### config.mk
export PLATFORM = sky130hd
export DESIGN_NAME = pkd_audio_rx
export DESIGN_NICKNAME = d
export VERILOG_FILES = /design/src/rtl/pkd_audio_rx.sv
export SDC_FILE = /design/constraint.sdc
export NUM_CORES = 1
export LEC_CHECK = 0
export CAP_MARGIN = 20
export CORE_ASPECT_RATIO = 0.9
export CORE_MARGIN = 3
export CORE_UTILIZATION = 41
export CTS_CLUSTER_DIAMETER = 200
export DETAILED_ROUTE_END_ITERATION = 6
export DONT_BUFFER_PORTS = 1
export SLEW_MARGIN = 20
export SYNTH_ARGS = -nofsm -noshare
export SYNTH_HDL_FRONTEND = slang
export SYNTH_SLANG_ARGS = --single-unit
### constraint.sdc
create_clock -name bclk -period 2.3 [get_ports bclk]
set_input_delay 0.345 -clock bclk [delete_from_list [all_inputs] [get_ports bclk]]
set_output_delay 0.345 -clock bclk [all_outputs]
set_load 0.02 [all_outputs]
### src/rtl/pkd_audio_rx.sv
module pkd_audio_rx #(
  parameter int WORD_BITS = 16
) (
  input  logic                 bclk,
  input  logic                 rst_n,
  input  logic                 fclk,
  input  logic                 sdata,
  output logic [WORD_BITS-1:0] left_word,
  output logic [WORD_BITS-1:0] right_word,
  output logic                 pair_valid,
  output logic                 frame_err
);
  localparam int CW = $clog2(WORD_BITS) + 1;
  localparam logic [CW-1:0] LAST = CW'(WORD_BITS - 1);
  localparam logic [CW-1:0] CMAX = '1;

  logic                 fclk_q, primed, synced;
  logic [CW-1:0]        cnt;
  logic [WORD_BITS-1:0] sr;

  wire                 edge_now = primed && (fclk != fclk_q);
  wire [CW-1:0]        pos      = edge_now ? '0 : ((cnt == CMAX) ? CMAX : cnt + 1'b1);
  wire [WORD_BITS-1:0] word_in  = {sr[WORD_BITS-2:0], sdata};
  wire                 done     = (synced || edge_now) && (pos == LAST);
  wire                 bad_len  = edge_now && synced && (cnt != LAST);

  always_ff @(posedge bclk or negedge rst_n) begin
    if (!rst_n) begin
      fclk_q     <= 1'b0;
      primed     <= 1'b0;
      synced     <= 1'b0;
      cnt        <= '0;
      sr         <= '0;
      left_word  <= '0;
      right_word <= '0;
      pair_valid <= 1'b0;
      frame_err  <= 1'b0;
    end else begin
      fclk_q     <= fclk;
      primed     <= 1'b1;
      synced     <= synced || edge_now;
      cnt        <= pos;
      sr         <= word_in;
      pair_valid <= done && !fclk;
      if (done && fclk)  left_word  <= word_in;
      if (done && !fclk) right_word <= word_in;
      if (bad_len)       frame_err  <= 1'b1;
    end
  end
endmodule


==> impl_metrics.env <==
export IMPL_detailedRoute_firstIterationViolations=30
export IMPL_slew_headroom_pct=64.7
export IMPL_route_detailed_drc=0
export IMPL_grt_use_total_pct=13.2
export IMPL_clock_tree_root_cell="clkbuf_8"
export IMPL_destination_of_the_worst_register_to_register_timing_path="right_word[7]"
export IMPL_layout_commonest_cell="dfrtp_1"
export IMPL_placed_cell_count=175
export IMPL_seq_power_share_pct=54.7
export IMPL_p_clk_share_pct=32.8
export IMPL_path_max_fanout=12
export IMPL_antenna_fix_cells=0
export IMPL_area_growth_syn_to_layout_pct=15.9
export IMPL_die_w_um=80.7
export IMPL_cellPowerDensity_mw_per_mm2=1160
export IMPL_timing_final_ws_setup_ns=0.149
export IMPL_post_layout_nonfiller_instances=193
export IMPL_grt_max_degree=58
export IMPL_placement_cell_area_sq_mm=0.00213
export IMPL_fillerInstances=391
export IMPL_finalCriticalPeriod_ns=2.15
export IMPL_dp_worst_setup_slack_ns=0.111
export IMPL_class_of_the_most_critical_setup_path="register to register"
export IMPL_worst_clock_skew_on_the_final_layout_ns=0.00945
export IMPL_critical_path_max_stage_delay_ns=0.41
export IMPL_boundary_pin_count=38
export IMPL_cell_internal_pwr_mw=1.94
export IMPL_drt_wirelength_per_cell_um=17.4
export IMPL_vias=991
export IMPL_ys_types=24
export IMPL_crit_buf_inv=1
export IMPL_max_cap_violations=0
export IMPL_cpMaxStageDelayCell="dfrtp_1"
export IMPL_max_freq_ghz=0.465
export IMPL_outcome="finished, final reports clean"
export IMPL_number_of_antenna_violations_at_the_first_check_in_global_routing=0
export IMPL_final_layout_size_suffix_gt1_share_pct=42.0
export IMPL_ys_warn_count=0
export IMPL_floorplan_core_area_sq_mm=0.00463
export IMPL_first_global_vias=1043
export IMPL_synthesis_instances=114
export IMPL_postSynthNetCount=119
export IMPL_clock_latency_ns=0.33
export IMPL_clk_transition_reported_paths_ns=0.06
export IMPL_critical_path_rt_ns=2.51
export IMPL_row_count=23
export IMPL_routed_via_density=5.13
export IMPL_hp_class="input pin to register"
export IMPL_slack_of_the_worst_reg_to_reg_path_ns=0.15
export IMPL_syn_mean_instance_area_sq_um=18.1
export IMPL_worst_ep_arrival_time_ns=2.36
export IMPL_final_cell_area_sq_mm=0.00239
export IMPL_power_ir_vdd_worst_mv=0.519
export IMPL_hold_worst_slack_ns=0.0442
export IMPL_grt_ovfl_total=0
export IMPL_leakage_nw=1.19
export IMPL_seq_area_frac_synth_pct=69.3
export IMPL_register_cell_area_after_layout_sq_mm=0.00143
export IMPL_post_dp_hpwl_mm=2.15
export IMPL_cts_resized_gates=0
export IMPL_detail_route_antenna_nets=0
export IMPL_commonest_cells_after_routing_fill_and_taps_aside="dfrtp_1, mux2_2, mux2_4, clkbuf_8"
export IMPL_final_hold_violation_count=0
export IMPL_critical_path_startpoint="cnt[0]"
export IMPL_crit_path_cell_trace="ha_1 -> xnor2_1 -> nor4b_4 -> nand4b_4 -> buf_12 -> mux2_4"
export IMPL_placement_io_buffers=0
export IMPL_worstRegToRegCells=6
export IMPL_finalWirelength_mm=3.36
export IMPL_worst_setup_path_endpoint="right_word[7]"
export IMPL_tritoncts="built"
export IMPL_total_power_mw=2.76
export IMPL_rsz0062_at_grt="no"
export IMPL_finish_utilization_pct=51.5
export IMPL_cts_inserted_buffers=9
export IMPL_worst_slew_pin_transition_ns=0.522
export IMPL_h_tree_depth=3
export IMPL_crit_path_start_kind="register"
export IMPL_initial_utilization_pct=44.4
export IMPL_die_footprint_sq_mm=0.00591
export IMPL_switching_share_pct=29.9
export IMPL_element_type_at_the_critical_path_end="register"
export IMPL_layout_worst_path_cycle_share_pct=93.5
export IMPL_cts_sink_count=57
export IMPL_multi_input_area_sq_um=602
export IMPL_net_switching_component_of_the_power_mw=0.825
export IMPL_synth_ff_latch_count=57
export IMPL_final_max_slew_violation_count=0
export IMPL_drt_pass1_iterations=4
export IMPL_netlist_area_before_placement_sq_mm=0.00206
export IMPL_fin_tns_setup_ns=0
export IMPL_clockBufferDepth=2
export IMPL_reg_to_reg_critical_path_startpoint="cnt[0]"
export IMPL_timing_critical_path_max_delay_family="simple AND/OR/NAND/NOR gates"
export IMPL_grt_pass1_wl_mm=5.49
export IMPL_die_y_um=73.2
export IMPL_path_depth=6
export IMPL_final_net_count=132
export IMPL_routabilityCongestion=0.682
export IMPL_timing_final_setup_violations=0
export IMPL_power_frac_comb_pct=12.5
==> layer usage <==
| layer | track usage [%] | up-vias | wire (um) |
|---|---|---|---|
| met5 | 0 | - | 0 |
| met4 | 6.19 | 0 | 40 |
| met2 | 19.8 | 37 | 1630 |
| met1 | 13.8 | 521 | 1300 |
| met3 | 9.88 | 7 | 389 |
| li1 | - | 426 | - |
==> registers in the layout (all words and copies together), names as in the netlist <==
register	cells
pair_valid	1
primed	1
frame_err	1
synced	1
sr	15
fclk_q	1
cnt	5
left_word	16
right_word	16
==> power groups by stage <==
stage          logic, mW  clock network (mW)  registers [mW]
2_1_floorplan      0.288                   0            1.48
4_1_cts            0.348               0.939            1.52
6_report           0.345               0.905            1.51
5_1_grt            0.383               0.985            1.54
3_5_place_dp       0.318                   0            1.53
3_3_place_gp       0.307                   0            1.52
==> Yosys cell counts <==
library cell,instances,area (sq um)
a21boi_1,1,7.51
a21oi_1,2,10.0
a22oi_2,1,12.5
a31o_2,1,8.76
a31oi_1,2,12.5
a41oi_1,1,8.76
and2_0,1,6.26
buf_6,2,22.5
conb_1,1,3.75
dfrtp_1,57,1430
ha_1,1,12.5
inv_1,2,7.51
mux2_2,21,236
mux2_4,11,165
nand4_1,1,6.26
nand4_4,1,21.3
nand4b_1,1,8.76
nand4b_4,1,23.8
nor2_1,1,3.75
nor2b_1,1,6.26
nor4b_4,1,23.8
or2_2,1,6.26
xnor2_1,1,8.76
xor2_1,1,8.76
==> cell type report <==
class                           instances  share of cell area, %
Sequential cell                        57                   59.8
Multi-Input combinational cell         53                   25.2
Clock buffer                           12                   6.50
Timing Repair Buffer                    4                   3.25
Tap cell                               62                   3.25
Clock inverter                          3                   1.68
Inverter                                2                  0.315
==> what timing repair did <==
action                                  CTS  global route
hold buffers                              2             0
hold endpoints to repair                 57             0
endpoints found under the setup margin    0            12
buffers inserted                          0             1
==> worst min path at each step <==
stage	cells past startpoint	to	slack [ns]	startpoint
floorplan	0	cnt[0]	0.05	rst_n
finish	0	fclk_q	0.04	fclk
CTS	0	fclk_q	0.02	fclk
detailed placement	0	right_word[13]	0.05	rst_n
global placement	0	cnt[4]	0.05	rst_n
global route	0	fclk_q	0.01	fclk
==> logic make-up (layout without fill, tap and decap cells) <==
group	Yosys count	after routing	share of synthesized area [%]
AOI/OAI and AO/OA	8	8	2.92
and+or+nand+nor	9	9	5.17
xor gates and xnor gates	2	2	0.851
other	1	1	0.182
buffers and inverters	4	21	1.46
adders and majority gates	1	1	0.608
muxes	32	32	19.5
DFF	57	57	69.3
Note: power is estimated with default switching activity, not from simulation.
